`src/rtl/als_pkg.sv`:
```
package als_pkg;
  // which side of the threshold counts as a match
  typedef enum logic {
    POL_ABOVE = 1'b0,
    POL_BELOW = 1'b1
  } pol_e;
endpackage

```
`src/rtl/als_window_sum.sv`:
```
// Running sum of the last `span` accepted samples. The history lives in a
// power-of-two circular buffer with no reset; validity is tracked by a fill
// count so a clear needs no memory sweep.
module als_window_sum #(
  parameter int DATA_W  = 14,
  parameter int MAX_WIN = 16,
  parameter int SUM_W   = DATA_W + $clog2(MAX_WIN) + 1,
  parameter int TS_W    = $clog2(MAX_WIN + 1)
) (
  input  logic                    clk,
  input  logic                    rst,
  input  logic                    clear,
  input  logic                    take,
  input  logic signed [DATA_W-1:0] sample,
  input  logic [TS_W-1:0]         span,
  output logic signed [SUM_W-1:0] sum_q,
  output logic signed [SUM_W-1:0] sum_nxt
);
  localparam int AW = $clog2(MAX_WIN);

  logic signed [DATA_W-1:0] hist [MAX_WIN];
  logic [AW-1:0]            wr_ptr;
  logic [AW-1:0]            rd_ptr;
  logic [TS_W-1:0]          fill;
  logic signed [DATA_W-1:0] oldest;

  assign rd_ptr  = wr_ptr - span[AW-1:0];
  assign oldest  = (fill >= span) ? hist[rd_ptr] : '0;
  assign sum_nxt = sum_q + SUM_W'(sample) - SUM_W'(oldest);

  always_ff @(posedge clk) begin
    if (take) hist[wr_ptr] <= sample;
  end

  always_ff @(posedge clk) begin
    if (rst || clear) begin
      wr_ptr <= '0;
      fill   <= '0;
      sum_q  <= '0;
    end else if (take) begin
      wr_ptr <= wr_ptr + 1'b1;
      if (fill != TS_W'(MAX_WIN)) fill <= fill + 1'b1;
      sum_q  <= sum_nxt;
    end
  end

  a_r10_sum_hold: assert property (@(posedge clk) disable iff (rst)
    (!take && !clear) |=> $stable(sum_q));
  a_r9_sum_clear: assert property (@(posedge clk) disable iff (rst)
    clear |=> (sum_q == '0));
  a_r1_fill_bound: assert property (@(posedge clk) disable iff (rst)
    fill <= TS_W'(MAX_WIN));
endmodule

```
`src/rtl/als_thr_cmp.sv`:
```
// Sign-aware threshold test in the full sum width.
module als_thr_cmp #(
  parameter int SUM_W = 19,
  parameter int THR_W = 16
) (
  input  logic signed [SUM_W-1:0] sum,
  input  logic signed [THR_W-1:0] thr,
  output logic                    hit
);
  import als_pkg::*;

  pol_e                    pol;
  logic signed [SUM_W-1:0] thr_ext;

  assign thr_ext = SUM_W'(thr);
  assign pol     = thr[THR_W-1] ? POL_BELOW : POL_ABOVE;

  always_comb begin
    case (pol)
      POL_ABOVE: hit = (sum > thr_ext);
      default:   hit = (sum < thr_ext);
    endcase
  end
endmodule

```
`src/rtl/als_step_ctrl.sv`:
```
// Instruction index, wait counting and the sticky lock enable.
module als_step_ctrl #(
  parameter int N_MAX  = 4,
  parameter int WAIT_W = 12,
  parameter int IDX_W  = $clog2(N_MAX + 1)
) (
  input  logic              clk,
  input  logic              rst,
  input  logic              clear,
  input  logic              take,
  input  logic              hit,
  input  logic [WAIT_W-1:0] wait_cur,
  input  logic [WAIT_W-1:0] final_wait,
  input  logic [IDX_W-1:0]  n_instr,
  input  logic              request_lock,
  output logic [IDX_W-1:0]  idx_q,
  output logic              lock_q
);
  logic [IDX_W-1:0]  n_eff;
  logic              done;
  logic [WAIT_W-1:0] cnt_q;
  logic [WAIT_W-1:0] cnt_inc;

  assign n_eff   = (n_instr > IDX_W'(N_MAX)) ? IDX_W'(N_MAX) : n_instr;
  assign done    = (idx_q >= n_eff);
  assign cnt_inc = (cnt_q == '1) ? cnt_q : cnt_q + 1'b1;

  always_ff @(posedge clk) begin
    if (rst || clear) begin
      idx_q  <= '0;
      cnt_q  <= '0;
      lock_q <= 1'b0;
    end else if (take) begin
      if (!done) begin
        if (hit && (cnt_q >= wait_cur)) begin
          idx_q <= idx_q + 1'b1;
          cnt_q <= '0;
        end else begin
          cnt_q <= cnt_inc;
        end
      end else begin
        cnt_q <= cnt_inc;
        if (request_lock && (cnt_q >= final_wait)) lock_q <= 1'b1;
      end
    end
  end

  a_r4_step_one: assert property (@(posedge clk) disable iff (rst)
    !clear |=> (idx_q == $past(idx_q) || idx_q == $past(idx_q) + 1'b1));
  a_r9_rewind: assert property (@(posedge clk) disable iff (rst)
    clear |=> (idx_q == '0 && !lock_q));
  a_r8_sticky: assert property (@(posedge clk) disable iff (rst)
    (lock_q && !clear) |=> lock_q);
  a_r8_needs_request: assert property (@(posedge clk) disable iff (rst)
    $rose(lock_q) |-> $past(request_lock));
  a_r7_after_last: assert property (@(posedge clk) disable iff (rst)
    $rose(lock_q) |-> $past(done));
  a_r10_idle_hold: assert property (@(posedge clk) disable iff (rst)
    (!take && !clear) |=> ($stable(idx_q) && $stable(lock_q)));
  a_r6_idx_bound: assert property (@(posedge clk) disable iff (rst)
    idx_q <= IDX_W'(N_MAX));
endmodule

```
`src/rtl/autolock_seq.sv`:
```
module autolock_seq #(
  parameter int DATA_W  = 14,
  parameter int THR_W   = 16,
  parameter int MAX_WIN = 16,
  parameter int N_MAX   = 4,
  parameter int WAIT_W  = 12
) (
  input  logic                          clk,
  input  logic                          rst,
  input  logic signed [DATA_W-1:0]      sample_in,
  input  logic                          sample_valid,
  input  logic                          sweep_up,
  input  logic                          at_start,
  input  logic                          request_lock,
  input  logic [$clog2(MAX_WIN+1)-1:0]  time_scale,
  input  logic [$clog2(N_MAX+1)-1:0]    n_instr,
  input  logic [N_MAX*THR_W-1:0]        thr_flat,
  input  logic [N_MAX*WAIT_W-1:0]       wait_flat,
  input  logic [WAIT_W-1:0]             final_wait,
  output logic [$clog2(N_MAX+1)-1:0]    instr_idx,
  output logic                          turn_on_lock
);
  localparam int TS_W  = $clog2(MAX_WIN + 1);
  localparam int IDX_W = $clog2(N_MAX + 1);
  localparam int SUM_W = DATA_W + $clog2(MAX_WIN) + 1;

  logic                    take;
  logic signed [SUM_W-1:0] sum_q;
  logic signed [SUM_W-1:0] sum_nxt;
  logic signed [THR_W-1:0] thr_arr  [N_MAX];
  logic [WAIT_W-1:0]       wait_arr [N_MAX];
  logic signed [THR_W-1:0] thr_cur;
  logic [WAIT_W-1:0]       wait_cur;
  logic                    hit;

  assign take = sample_valid && sweep_up;

  for (genvar k = 0; k < N_MAX; k++) begin : g_unpack
    assign thr_arr[k]  = thr_flat[k*THR_W +: THR_W];
    assign wait_arr[k] = wait_flat[k*WAIT_W +: WAIT_W];
  end

  always_comb begin
    thr_cur  = '0;
    wait_cur = '0;
    for (int k = 0; k < N_MAX; k++) begin
      if (instr_idx == IDX_W'(k)) begin
        thr_cur  = thr_arr[k];
        wait_cur = wait_arr[k];
      end
    end
  end

  als_window_sum #(
    .DATA_W (DATA_W),
    .MAX_WIN(MAX_WIN),
    .SUM_W  (SUM_W),
    .TS_W   (TS_W)
  ) u_win (
    .clk    (clk),
    .rst    (rst),
    .clear  (at_start),
    .take   (take),
    .sample (sample_in),
    .span   (time_scale),
    .sum_q  (sum_q),
    .sum_nxt(sum_nxt)
  );

  als_thr_cmp #(
    .SUM_W(SUM_W),
    .THR_W(THR_W)
  ) u_cmp (
    .sum(sum_nxt),
    .thr(thr_cur),
    .hit(hit)
  );

  als_step_ctrl #(
    .N_MAX (N_MAX),
    .WAIT_W(WAIT_W),
    .IDX_W (IDX_W)
  ) u_step (
    .clk         (clk),
    .rst         (rst),
    .clear       (at_start),
    .take        (take),
    .hit         (hit),
    .wait_cur    (wait_cur),
    .final_wait  (final_wait),
    .n_instr     (n_instr),
    .request_lock(request_lock),
    .idx_q       (instr_idx),
    .lock_q      (turn_on_lock)
  );

  // a match never pairs a sum with a threshold of the opposite sign
  a_r3_sign_agree: assert property (@(posedge clk) disable iff (rst)
    hit |-> (sum_nxt[SUM_W-1] == thr_cur[THR_W-1]));
  a_r1_sum_registered: assert property (@(posedge clk) disable iff (rst)
    (take && !at_start) |=> (sum_q == $past(sum_nxt)));
endmodule

```
`config.mk`:
```
export PLATFORM = sky130hd
export DESIGN_NAME = autolock_seq
export DESIGN_NICKNAME = d
export VERILOG_FILES = /design/src/rtl/als_pkg.sv /design/src/rtl/als_window_sum.sv /design/src/rtl/als_thr_cmp.sv /design/src/rtl/als_step_ctrl.sv /design/src/rtl/autolock_seq.sv
export SDC_FILE = /design/constraint.sdc
export NUM_CORES = 1
export LEC_CHECK = 0
export ABC_AREA = 1
export BUFFER_PORTS_ARGS = -buffer_cell sky130_fd_sc_hd__buf_4
export CAP_MARGIN = 5
export CORE_ASPECT_RATIO = 1.5
export CORE_MARGIN = 2
export CORE_UTILIZATION = 60
export CTS_CLUSTER_SIZE = 14
export DETAILED_ROUTE_END_ITERATION = 12
export HOLD_SLACK_MARGIN = 0.06
export PLACE_DENSITY = 0.9
export SYNTH_ARGS = -nofsm -noshare
export SYNTH_HDL_FRONTEND = slang
export SYNTH_SLANG_ARGS = --single-unit
```
`constraint.sdc`:
```
create_clock -name clk -period 15.7 [get_ports clk]
set_input_delay 3.14 -clock clk [delete_from_list [all_inputs] [get_ports clk]]
set_output_delay 3.14 -clock clk [all_outputs]
set_load 0.02 [all_outputs]
```
# [Word-level counts from Yosys, hierarchy flattened]
# Memory sizes are Yosys's and may differ from the RTL's.
# Cells that the tools add are included.
[word_totals] mem_count=1 in_bits=152 output_inout_bits=4 latch_bits=0 mem_bits_ro=0 ramBits=224 reg_bits=44 wordCells=52
[memory_table] memory="u_win.hist" depth=16 word_bits=14 rd=1 rd_clocked_by_memory_dff=0 wr=1 line="als_window_sum.sv:21" rtl="logic signed [DATA_W-1:0] hist [MAX_WIN];"
[classes] n_bitwise=1 add_sub_neg=7 mux=17 magnitude_cmp=7 div=0 n_eq_ne=5 reduce_logical=8 shift=0 n_mul=0
[op_table] cell="two-way mux 12 bit" n=7
[op_table] cell="two-way mux 16 bit" n=4
[op_table] cell="greater-or-equal comparator 12 bit" n=2
[op_table] cell="adder 19 x 14 -> 19 bit" n=1
[op_table] cell="> comparator 19 x 16 -> 1 bit" n=1
[op_table] cell="< comparator 19 x 16 -> 1 bit" n=1
[op_table] cell="subtractor 19 x 14 -> 19 bit" n=1
[op_table] cell="two-way mux 14 bit" n=1
[op_table] cell="adder 12 x 1 -> 12 bit, second input constant" n=1
[op_table] cell="equality test 12 bit, second input constant" n=1
[op_table] cell="equality test 3 x 2 -> 1 bit, second input constant" n=2
[op_table] cell="AND reduction 3 bit" n=2
[op_table] cell="adder 5 x 1 -> 5 bit, second input constant" n=1
[op_table] cell="greater-or-equal comparator 5 bit" n=1
[op_table] cell="inequality test 5 bit, second input constant" n=1
[op_table] cell="adder 4 x 1 -> 4 bit, second input constant" n=1
[op_table] cell="two-way mux 1 bit" n=4
[op_table] cell="subtractor 4 bit" n=1
[op_table] cell="adder 3 x 1 -> 3 bit, second input constant" n=1
[op_table] cell="equality test 3 x 1 -> 1 bit, second input constant" n=1
[op_table] cell="greater-or-equal comparator 3 bit" n=1
[op_table] cell="> comparator 3 bit, second input constant" n=1
[op_table] cell="logical AND 1 bit" n=3
[op_table] cell="zero test 3 bit" n=1
[op_table] cell="4 further kinds" n=4

# [Depth between registers and ports, before layout]
[depth] ltp_word=10 depth_mapped=40 ltp_nobuf=38

# [Modules after synthesis]
# From an unflattened synthesis, not the netlist that was laid out.
[hier_totals] cells_unflattened=1682 hier_area_um2=15376.0
[by_module_without_submodules] module="als_window_sum" instances=1 seq_area_each_um2=7287.0 cells_per_inst=1146 area_each_um2=12004.0
[by_module_without_submodules] module="als_step_ctrl" instances=1 seq_area_each_um2=320.3 cells_per_inst=260 area_each_um2=1655.3
[by_module_without_submodules] module="autolock_seq" instances=1 seq_area_each_um2=0.0 cells_per_inst=177 area_each_um2=1102.3
[by_module_without_submodules] module="als_thr_cmp" instances=1 seq_area_each_um2=0.0 cells_per_inst=99 area_each_um2=614.3

# [Worst setup path after synthesis]
# OpenSTA, ideal clock, no wires.
[synth_timing] path_kind="input port to flip-flop" startpoint="input port time_scale[0]" endpoint="register u_step.cnt_q[10]" t_arrival_ns=7.971 stages=37 path_slack_ns=7.605 n_path_buf=3 setup_time_ns=0.124 required_ns=15.576 path_cell_list="ha_1 > inv_1 > fa_1 > buf_2 > buf_1 > a32o_1 > nand2_1 > o21ai_0 > nand2_1 > nand2_1 > nor2_1 > ha_1 > inv_1 > ha_1 > inv_1 > fa_1 > inv_1 > nand3_1 > nand2_1 > a21boi_1 > o21ai_0 > nand2_1 > nand2_1 > xnor2_1 > ha_1 > nand2_2 > nor2_2 > nand2_1 > nor2_1 > nand2_1 > nand3_1 > nand2_1 > nand3_2 > nand4_4 > nand2_4 > buf_12 > nor2_4"
[synth_between] elab_chain_len=9 elab_cells_between_ends=11 cone_classes="add/sub: 2; order compare: 3; mux: 4; reduce/logical: 1; memory: 1"
[synth_rtl] item="start: declaration" line="autolock_seq.sv:15" rtl="input logic [$clog2(MAX_WIN+1)-1:0] time_scale,"
[synth_rtl] item="subtractor 4 bit" line="als_window_sum.sv:27" rtl="assign rd_ptr = wr_ptr - span[AW-1:0];"
[synth_rtl] item="memory read (16 x 14 bit)"
[synth_rtl] item="two-way mux 14 bit (*)" line="als_window_sum.sv:28" rtl="assign oldest = (fill >= span) ? hist[rd_ptr] : '0;"
[synth_rtl] item="subtractor 19 x 14 -> 19 bit (*)" line="als_window_sum.sv:29" rtl="assign sum_nxt = sum_q + SUM_W'(sample) - SUM_W'(oldest);"
[synth_rtl] item="via sum_nxt[18]" line="autolock_seq.sv:29" rtl="logic signed [SUM_W-1:0] sum_nxt;"
[synth_rtl] item="> comparator 19 x 16 -> 1 bit or < comparator 19 x 16 -> 1 bit (tied branches)" line="als_thr_cmp.sv:20, als_thr_cmp.sv:21"
[synth_rtl] item="two-way mux 1 bit (*)" line="als_thr_cmp.sv:19" rtl="case (pol)"
[synth_rtl] item="logical AND 1 bit (*)" line="als_step_ctrl.sv:35" rtl="if (hit && (cnt_q >= wait_cur)) begin"
[synth_rtl] item="two-way mux 12 bit (*)" line="als_step_ctrl.sv:35"
[synth_rtl] item="two-way mux 12 bit (*)" line="als_step_ctrl.sv:34" rtl="if (!done) begin"
[synth_rtl] item="end signal: assignment" line="als_step_ctrl.sv:39" rtl="cnt_q <= cnt_inc;"
[synth_rtl] item="end signal: assignment" line="als_step_ctrl.sv:42" rtl="cnt_q <= cnt_inc;"
[synth_rtl] item="end: declaration" line="als_step_ctrl.sv:21" rtl="logic [WAIT_W-1:0] cnt_q;"
# The timed path passes the listed nets; every way through them passes the cells marked *.
# A chain may end at the register's enable or synchronous reset.

# [Final worst setup path]
[layout_timing] startpoint="input port time_scale[0]" endpoint="register u_step.cnt_q[8]"
# Same word-level chain as after synthesis.

==> impl_metrics.yaml <==
timing:
  fmax_ghz: 0.1045
  worst_slew_pin_slew_ns: 1.055
  min_period_ns: 9.568
  relSlewSlack_pct: 29.57
  finalSetupViolations: 0
  setup_tns_ns: 0
  maxSlewViolCount: 0
  clock_skew_ns: 0.01945
  period_share_pct: 60.94
  hold_violations: 0
  rsz0062_at_grt: "no"
worst_setup_path:
  cpMostUsedCell: "nand2_1"
  cp_max_fo: 98
  r2r-start: "u_win.wr_ptr[0]"
  worstSetupEndpointType: "flop"
  required_ns: 16.11
  critical_path_class: "input pin to flop"
  r2r_setup_slack_ns: 8.28
  crit_path_start_kind: "input pin"
  worstPathArrival_ns: 9.98
  critical_path.reg2reg.endpoint: "u_step.cnt_q[8]"
  slowest_stage: "fa_4"
  path_buf_inv: 6
  worstRegToRegCells: 33
  max_stage_delay_ns: 0.88
  critical-path-top-delay-family: "adder cells"
synthesis:
  synth_area_um2: 14680
  synth.most_common_cell: "nand2_1"
  synth_edf_count: 224
  seq_area_frac_synth_pct: 51.83
  syn_nets: 1790
  synth_cells: 1533
  synth_warnings: 0
  synthFlopType: "edfxtp_1"
  synthTopCellsByArea: "edfxtp_1 46%, nand2_1 10%, ha_1 7.3%"
  async_flop_share_pct: 0
  syn_area_per_cell_um2: 9.574
  yosysTopAreaCell: "edfxtp_1"
  synth_seq_cells: 268
  synth.top_cell.area_share_pct: 45.83
  ys_types: 46
  synth.top_cells.by_count: "399 x nand2_1, 224 x edfxtp_1, 153 x inv_1"
drt:
  postRouteAntennaNets: 0
  first_pass_iters: 6
  avgViaCountPerCell: 5.959
  drt_iter0_markers: 1023
  wirelength_um: 37840
  drc: 0
  wl_per_cell_um: 18.87
  via_count: 11948
global_route:
  grt_pass1_wl_um: 59420
  grt_util_met1_pct: 30.04
  antenna_found_initial: 0
  met3_usage_pct: 3.453
  use_met2_pct: 55.23
  grt.overflow.total: 0
  grt_max_degree: 99
  grt_usage_pct: 29.21
  grt_pass1_vias: 12170
  busiest_layer: "met2"
cts:
  h-tree-depth: 1
  cts.sinks: 268
  clockBufferDepth: 3
  cts_tree: "yes"
  post-cts-setup-buffers: 0
  cts_made_buffers: 24
  root_buffer: "clkbuf_16"
  cts_hold_buf: 0
  clkTransAtPathRegs_ns: 0.06
  cts_resized: 0
  clkLatencyLatePin_ns: 0.53
placement:
  placed_area_um2: 16150
  place.gp.congestion: 1.001
  post-dp-hpwl_um: 26830
  dp_cells: 1961
  port_buffers: 155
floorplan:
  die-area_um2: 25750
  die_x_um: 131.7
  rows: 70
  core_um2: 24170
  die_y_um: 195.6
  initial_core_util_pct: 60.71
  ios: 156
layout:
  final_cell_area_um2: 16910
  area_growth_pct: 15.21
  fin_cells: 2005
  drive_gt1_share_pct: 14.81
  fin_nets: 1920
  diodes: 0
worst_hold_path:
  hp-start: "u_step.lock_q"
  min_path_cells: 2
  min_path_type: "flop to flop"
  hold_end: "u_step.lock_q"
power:
  pwr_density_cell_nw_per_um2: 102.3
  cellLeakagePower_nw: 6.988
  finalPower_mw: 1.730
  ir_worst_vdd_v: 0.00007283
run_status:
  status: "complete, no violations"
job:
  drv_cap: 0
## metal layers
layer | vias to the layer above | part of all wire (%)
met3 | 173 | 6.5
met1 | 5586 | 34
li1 | 5548 | -
met5 | - | 0
met2 | 641 | 53
met4 | 0 | 7.0
## metrics by stage
step	setup slack (ns)	hold WS, ns	util, %
finish	6.132	0.4893	69.95
global route	5.776	0.5012	69.95
CTS	6.299	0.4803	69.95
detailed placement	5.810	0.4664	66.80
global placement	6.082	0.4469	66.80
floorplan	7.605	0.4354	-
## sequential cells by signal (all words and copies together), names as in the netlist
register,flops
u_step.cnt_q,12
u_win.fill,5
u_win.hist,224
u_win.wr_ptr,4
u_step.idx_q,3
u_win.sum_q,19
u_step.lock_q,1
## how the worst max path moves through the flow
stage / start / to / slack (ns) / cells after the start
after floorplan: time_scale[0] / u_step.cnt_q[10] / 7.60 / 37
after global placement: time_scale[0] / u_step.cnt_q[8] / 6.08 / 31
after detailed placement: time_scale[0] / u_step.cnt_q[8] / 5.81 / 31
after CTS: time_scale[0] / u_step.cnt_q[8] / 6.30 / 31
after global routing: time_scale[0] / u_step.cnt_q[1] / 5.78 / 31
final: time_scale[0] / u_step.cnt_q[8] / 6.13 / 33
## placed cells by master, fill, tap and decap left out, drive strengths merged, types with 2 or more instances in the layout
master / netlist / layout
buf: 21 / 173
a21o: 7 / 7
a311oi: 25 / 25
o32ai: 4 / 4
o31ai: 2 / 2
clkinv: 0 / 2
dfxtp: 44 / 44
ha: 86 / 86
a211oi: 3 / 3
a32oi: 26 / 26
nor2: 132 / 132
a221oi: 3 / 3
nand3: 39 / 39
xor2: 15 / 15
nor3: 8 / 8
o21ai: 64 / 64
inv: 156 / 158
o21bai: 10 / 10
mux2: 2 / 2
a21boi: 2 / 2
o22ai: 2 / 2
nand4: 11 / 11
edfxtp: 224 / 224
a21oi: 123 / 123
fa: 19 / 19
nand2: 406 / 406
xnor2: 12 / 12
clkbuf: 48 / 39
o211ai: 8 / 8
a32o: 26 / 26
and2: 2 / 2
## cell type report
class                      count  area [µm²]
inverter                     156       588.1
clock buffer                  39       698.2
fill                        1715        7264
timing repair buffer         173        1299
clock inverter                 5       63.81
tap                          324       405.4
sequential                   268        7607
multi-input combinational   1040        6247
## worst register-to-register path: cells and delay by family (launching register included)
family | cells | cell delay [ns]
compound gates | 6 | 1.33
xor+xnor | 1 | 0.26
fa+ha+maj | 5 | 2.14
buf+inv | 6 | 1.45
flops | 1 | 0.34
simple gates | 15 | 1.80
## power breakdown
part | switching, mW | internal, mW
Sequential | 0.00267 | 0.774
Combinational | 0.240 | 0.141
Clock | 0.250 | 0.322
## cells by family after synthesis
logic type,after synthesis,synth area share (%)
buf+inv,225,6.002
xor+xnor,27,1.662
simple gates,600,17.02
compound gates,306,13.40
flops,268,51.83
fa+ha+maj,105,9.923
mux,2,0.1534
Power figures use the tool's default switching activity.
